==> src/rtl/strscan_pkg.sv <==
package strscan_pkg;

   typedef enum logic [1:0] {
      OP_CMP   = 2'd0,
      OP_UNTIL = 2'd1,
      OP_WHILE = 2'd2,
      OP_NONE  = 2'd3
   } scan_op_e;

   // Byte count of one element for a size code; code 3 falls back to four bytes.
   function automatic logic [2:0] elem_bytes(input logic [1:0] sz);
      case (sz)
         2'd0:    elem_bytes = 3'd1;
         2'd1:    elem_bytes = 3'd2;
         default: elem_bytes = 3'd4;
      endcase
   endfunction

endpackage

==> src/rtl/strscan_lane_mask.sv <==
module strscan_lane_mask
   import strscan_pkg::*;
#(
   parameter int DATA_W = 32
) (
   input  logic [1:0]        sz,
   input  logic [DATA_W-1:0] din,
   output logic [DATA_W-1:0] dout
);
   localparam int LANES = DATA_W / 8;

   if (DATA_W % 8 != 0 || DATA_W < 32) begin : g_bad_width
      $error("strscan_lane_mask: DATA_W must be a multiple of 8 and at least 32");
   end

   logic [2:0] n_bytes;
   assign n_bytes = elem_bytes(sz);

   for (genvar g = 0; g < LANES; g++) begin : g_lane
      if (g < 4) begin : g_live
         assign dout[g*8 +: 8] = (3'(g) < n_bytes) ? din[g*8 +: 8] : 8'h00;
      end else begin : g_dead
         assign dout[g*8 +: 8] = 8'h00;
      end
   end

endmodule

==> src/rtl/strscan_order.sv <==
module strscan_order #(
   parameter int W = 32
) (
   input  logic [W-1:0] x,
   input  logic [W-1:0] y,
   output logic         eq,
   output logic         ge
);
   if (W < 1) begin : g_bad_width
      $error("strscan_order: W must be positive");
   end

   assign eq = (x == y);
   assign ge = (x >= y);

endmodule

==> src/rtl/strscan_engine.sv <==
module strscan_engine
   import strscan_pkg::*;
#(
   parameter int ADDR_W = 32,
   parameter int CNT_W  = 32,
   parameter int DATA_W = 32
) (
   input  logic              clk,
   input  logic              rst_n,
   input  logic              start,
   input  logic [1:0]        mode,
   input  logic [1:0]        elem_size,
   input  logic [ADDR_W-1:0] ptr_a_i,
   input  logic [ADDR_W-1:0] ptr_b_i,
   input  logic [CNT_W-1:0]  count_i,
   input  logic [DATA_W-1:0] key_i,
   output logic              mem_req,
   output logic [ADDR_W-1:0] mem_addr,
   output logic [1:0]        mem_size,
   input  logic              mem_rvalid,
   input  logic [DATA_W-1:0] mem_rdata,
   output logic              busy,
   output logic              done,
   output logic [ADDR_W-1:0] ptr_a_o,
   output logic [ADDR_W-1:0] ptr_b_o,
   output logic [CNT_W-1:0]  count_o,
   output logic              flag_z,
   output logic              flag_c
);
   if (ADDR_W < 8 || CNT_W < 1) begin : g_bad_params
      $error("strscan_engine: ADDR_W must be at least 8 and CNT_W at least 1");
   end

   typedef enum logic [2:0] {
      S_IDLE, S_ISS_A, S_WAIT_A, S_ISS_B, S_WAIT_B
   } state_e;

   state_e             st_q;
   scan_op_e           op_q;
   logic [1:0]         sz_q;
   logic [DATA_W-1:0]  key_q;
   logic [ADDR_W-1:0]  pa_q, pb_q;
   logic [CNT_W-1:0]   cnt_q;
   logic [7:0]         byte_a_q;
   logic               zf_q, cf_q, done_q;

   logic [DATA_W-1:0]  key_m, elem_m;
   logic               scan_eq, scan_ge, byte_eq, byte_ge;
   logic [ADDR_W-1:0]  step;
   logic               last_cnt, scan_stop, cmp_stop;

   strscan_lane_mask #(.DATA_W(DATA_W)) u_key_mask (
      .sz(sz_q), .din(key_q), .dout(key_m));

   strscan_lane_mask #(.DATA_W(DATA_W)) u_data_mask (
      .sz(sz_q), .din(mem_rdata), .dout(elem_m));

   strscan_order #(.W(DATA_W)) u_scan_ord (
      .x(key_m), .y(elem_m), .eq(scan_eq), .ge(scan_ge));

   strscan_order #(.W(8)) u_byte_ord (
      .x(byte_a_q), .y(mem_rdata[7:0]), .eq(byte_eq), .ge(byte_ge));

   assign step      = ADDR_W'(elem_bytes(sz_q));
   assign last_cnt  = (cnt_q == CNT_W'(1));
   assign scan_stop = last_cnt || ((op_q == OP_UNTIL) ? scan_eq : !scan_eq);
   assign cmp_stop  = last_cnt || !byte_eq || (byte_a_q == 8'h00);

   always_ff @(posedge clk) begin
      if (!rst_n) begin
         st_q     <= S_IDLE;
         op_q     <= OP_CMP;
         sz_q     <= 2'd0;
         key_q    <= '0;
         pa_q     <= '0;
         pb_q     <= '0;
         cnt_q    <= '0;
         byte_a_q <= 8'h00;
         zf_q     <= 1'b0;
         cf_q     <= 1'b0;
         done_q   <= 1'b0;
      end else begin
         done_q <= 1'b0;
         case (st_q)
            S_IDLE: begin
               if (start) begin
                  op_q  <= scan_op_e'(mode);
                  sz_q  <= (elem_size == 2'd3) ? 2'd2 : elem_size;
                  key_q <= key_i;
                  pa_q  <= ptr_a_i;
                  pb_q  <= ptr_b_i;
                  cnt_q <= count_i;
                  if (count_i == '0 || scan_op_e'(mode) == OP_NONE) begin
                     done_q <= 1'b1;
                  end else begin
                     st_q <= S_ISS_A;
                  end
               end
            end
            S_ISS_A: st_q <= S_WAIT_A;
            S_WAIT_A: begin
               if (mem_rvalid) begin
                  if (op_q == OP_CMP) begin
                     byte_a_q <= mem_rdata[7:0];
                     st_q     <= S_ISS_B;
                  end else begin
                     cnt_q <= cnt_q - CNT_W'(1);
                     if (op_q == OP_UNTIL || scan_eq) begin
                        pa_q <= pa_q + step;
                     end
                     if (scan_stop) begin
                        zf_q   <= scan_eq;
                        cf_q   <= scan_ge;
                        done_q <= 1'b1;
                        st_q   <= S_IDLE;
                     end else begin
                        st_q <= S_ISS_A;
                     end
                  end
               end
            end
            S_ISS_B: st_q <= S_WAIT_B;
            S_WAIT_B: begin
               if (mem_rvalid) begin
                  pa_q  <= pa_q + ADDR_W'(1);
                  pb_q  <= pb_q + ADDR_W'(1);
                  cnt_q <= cnt_q - CNT_W'(1);
                  if (cmp_stop) begin
                     zf_q   <= byte_eq;
                     cf_q   <= byte_ge;
                     done_q <= 1'b1;
                     st_q   <= S_IDLE;
                  end else begin
                     st_q <= S_ISS_A;
                  end
               end
            end
            default: st_q <= S_IDLE;
         endcase
      end
   end

   assign mem_req  = (st_q == S_ISS_A) || (st_q == S_ISS_B);
   assign mem_addr = (st_q == S_ISS_B) ? pb_q : pa_q;
   assign mem_size = (op_q == OP_CMP) ? 2'd0 : sz_q;
   assign busy     = (st_q != S_IDLE);
   assign done     = done_q;
   assign ptr_a_o  = pa_q;
   assign ptr_b_o  = pb_q;
   assign count_o  = cnt_q;
   assign flag_z   = zf_q;
   assign flag_c   = cf_q;

endmodule

==> config.mk <==
export PLATFORM = sky130hd
export DESIGN_NAME = strscan_engine
export DESIGN_NICKNAME = d
export VERILOG_FILES = /design/src/rtl/strscan_pkg.sv /design/src/rtl/strscan_lane_mask.sv /design/src/rtl/strscan_order.sv /design/src/rtl/strscan_engine.sv
export SDC_FILE = /design/constraint.sdc
export NUM_CORES = 1
export LEC_CHECK = 0
export BUFFER_PORTS_ARGS = -buffer_cell sky130_fd_sc_hd__buf_2
export CORE_AREA = 2 2 117 232
export DETAILED_ROUTE_END_ITERATION = 8
export DIE_AREA = 0 0 119 234
export PLACE_DENSITY = 0.61
export RECOVER_POWER = 50
export SLEW_MARGIN = 0
export SYNTH_ARGS = -nofsm -noshare
export SYNTH_HDL_FRONTEND = slang
export SYNTH_HIERARCHICAL = 1
export SYNTH_SLANG_ARGS = --single-unit
export TNS_END_PERCENT = 50
==> constraint.sdc <==
create_clock -name clk -period 8.2 [get_ports clk]
set_clock_uncertainty 0.15 [all_clocks]
set_input_delay 0.41 -clock clk [delete_from_list [all_inputs] [get_ports clk]]
set_output_delay 0.41 -clock clk [all_outputs]
set_load 0.005 [all_outputs]
==> results.py <==
metrics = {
    "outcome": {
        "status": "finished with violations",
        "violations": "max-capacitance violations, max-slew violations",
    },
    "sta": {
        "relSlewSlack_pct": -74.10,
        "fmax_ghz": 0.1822,
        "hold_viol": 0,
        "worst_pin_slew_ns": 2.612,
        "hold_ws_ns": 0.04505,
        "rsz0062_at_grt": "no",
        "fin_crit_sh_pct": 66.94,
        "tns_ns": 0,
        "min_period_ns": 5.489,
        "setup_viol": 0,
        "slew_viol_final": 154,
    },
    "floorplanning": {
        "initial_utilization_pct": 39.31,
        "core-area_mm2": 0.02617,
        "die_area_mm2": 0.02785,
        "rows": 84,
        "die_x_um": 119,
        "io_pins": 303,
        "die_h_um": 234,
    },
    "clocking": {
        "cts_buffer_depth": 2,
        "htree_levels": 4,
        "postCtsSetupBuffers": 0,
        "cts_buffers": 17,
        "path_clk_slew_ns": 0.06,
        "postCtsResizedCells": 0,
        "cts_tree": "yes",
        "insertion_delay_ns": 0.45,
        "holdBufCountCts": 0,
        "root_buffer": "clkbuf_16",
        "cts.sink_count": 146,
    },
    "critical_path": {
        "cp.required_ns": 8.44,
        "cp_max_fo": 59,
        "timing_worst_setup_path_type": "in -> reg",
        "r2r_slack_ns": 2.75,
        "critPathArrivalTime_ns": 5.73,
        "worstSetupEndpointType": "register",
        "start_kind": "input pin",
    },
    "finish": {
        "drive_gt1_share_pct": 19.46,
        "synthToLayoutAreaGrowth_pct": 19.66,
        "fin_nets": 1810,
        "utilization_pct": 47.05,
    },
    "synthesis": {
        "synthArstFlopShare_pct": 0,
        "yosys.cell_types.count": 89,
        "syn_area_per_cell_um2": 7.515,
        "synth_edf_count": 0,
        "synthDominantCellAreaShare_pct": 28.41,
        "synthesis.nets": 1587,
        "yosysTopAreaCell": "dfxtp_1",
        "synth_most_common_cell": "nand2_1",
        "yosysSeqAreaShare_pct": 28.41,
        "syn_area_mm2": 0.01029,
        "synth_common_cells": "181 x nand2_1, 146 x dfxtp_1, 124 x a21oi_1",
        "yosys-top-cells-area": "dfxtp_1 28%, nand2_1 6.6%, a21oi_1 6.0%, ha_1 6.0%, clkbuf_1 3.1%",
        "synthFlopType": "dfxtp_1",
        "syn_inst": 1369,
        "yosys_warnings": 6,
        "ys_seq_elements": 146,
    },
    "power_and_ir_drop": {
        "p_comb_share_pct": 32.0,
        "seqPwrFrac_pct": 38.4,
        "vdd_drop_max_mv": 0.1713,
        "power_per_cell_area_mw_per_mm2": 202.5,
        "power.switching_uw": 955.1,
        "total_power_mw": 2.494,
        "p_clk_share_pct": 29.7,
        "p_leak_nw": 5.094,
        "internal_power_mw": 1.538,
        "switching_share_pct": 38.30,
    },
    "drt": {
        "num_vias": 11590,
        "vias_per_cell": 5.935,
        "drc": 0,
        "routed_wirelength_um": 39790,
        "wl_per_cell_um": 20.38,
        "ant_nets": 0,
        "drt_pass1_iterations": 5,
        "drtIter0Drc": 954,
    },
    "global_routing": {
        "overflow": 0,
        "grt_pass1_vias": 11060,
        "grt_start_max_net_pins": 94,
        "grt_pass1_wl_um": 59770,
        "track_usage_pct": 27.69,
        "grt_antenna_before_repair": 7,
    },
    "placement": {
        "place.gp.congestion": 0.9200,
        "port_buffers": 302,
        "hpwl_um": 29370,
    },
    "flow_run": {
        "drv_cap": 3,
    },
    "min_path": {
        "hold_class": "in -> reg",
    },
}
[power groups by stage]
stage	Combinational [mW]	Sequential (mW)	Clock, mW
after CTS	0.806	0.950	0.753
final	0.798	0.956	0.740
after global placement	0.788	0.963	0
after global routing	0.879	0.970	0.782
after detailed placement	0.802	0.965	0
after floorplan	0.529	0.911	0
[critical path: stages]
cell,delay (ns)
clkbuf_1,0.66
clkinvlp_2,2.11
clkbuf_1,1.42
nor3_1,0.48
or4b_1,0.46
nand4_1,0.09
[worst paths after layout]
kind | start | endpoint | cells past startpoint
max | rst_n | count_o[28] | 6
min | key_i[18] | key_q[18] | 3
max reg2reg | sz_q[1] | ptr_a_o[11] | 15
min reg2reg | key_q[20] | key_q[20] | 2
[state kept, by name (all words and copies together), names as in the netlist]
register / cells
done: 1
flag_z: 1
ptr_b_o: 32
op_q: 2
flag_c: 1
st_q: 3
key_q: 32
byte_a_q: 8
sz_q: 2
count_o: 32
ptr_a_o: 32
[per-layer routing]
layer / vias to the layer above / part of all wire, % / global-route usage (%) / wire length (µm)
met3: 120 / 5.8 / 5.034 / 2317
met2: 518 / 52 / 50.92 / 20780
li1: 5493 / - / - / -
met5: - / 0.033 / 0 / 13
met1: 5458 / 36 / 28.63 / 14390
met4: 2 / 5.7 / 17.63 / 2288
[through the flow]
stage	instances	area (µm²)	setup slack (ns)
3_5_place_dp	1917	11850	2.858
3_3_place_gp	1917	11850	3.017
4_1_cts	1947	12380	2.819
6_report	1953	12310	2.711
2_1_floorplan	1369	10290	3.936
5_1_grt	1951	12310	2.366
[cell usage in the layout, fill, tap and decap left out, types with 7 or more instances in the layout]
cell type	count
nor2b_1	12
o211ai_1	12
a21o_1	8
nand4_1	35
nand3_1	39
nor2_1	71
nor3_1	36
a31oi_1	18
mux2_1	24
a21oi_1	124
or3_1	14
clkbuf_1	66
or4_1	12
buf_4	8
inv_1	54
nor4_1	41
and4_1	10
clkbuf_16	17
o21a_1	24
mux2_2	8
o22ai_1	20
nand2b_1	9
and2_1	29
o31ai_1	7
and3_1	20
a211oi_1	18
o21ai_0	44
dfxtp_1	146
nand2_1	181
buf_2	239
ha_1	49
o21ai_1	29
mux2i_1	21
[logic make-up after synthesis]
family / after synthesis / share of synthesized area, %
xor gates and xnor gates: 2 / 0.1703
DFF: 146 / 28.41
AOI/OAI and AO/OA: 391 / 24.54
muxes: 53 / 5.545
buffers and inverters: 165 / 6.749
and+or+nand+nor: 562 / 28.43
adders and majority gates: 50 / 6.153
[area by class of cell]
class,instances,area [µm²]
clock inverter,6,30.03
timing repair buffer,312,1500
clock buffer,24,501.7
antenna,6,15.01
multi-input combinational,1058,6696
fill,2715,13860
tap,344,430.4
inverter,57,215.2
sequential,146,2923
Note: power is estimated with default switching activity, not from simulation.
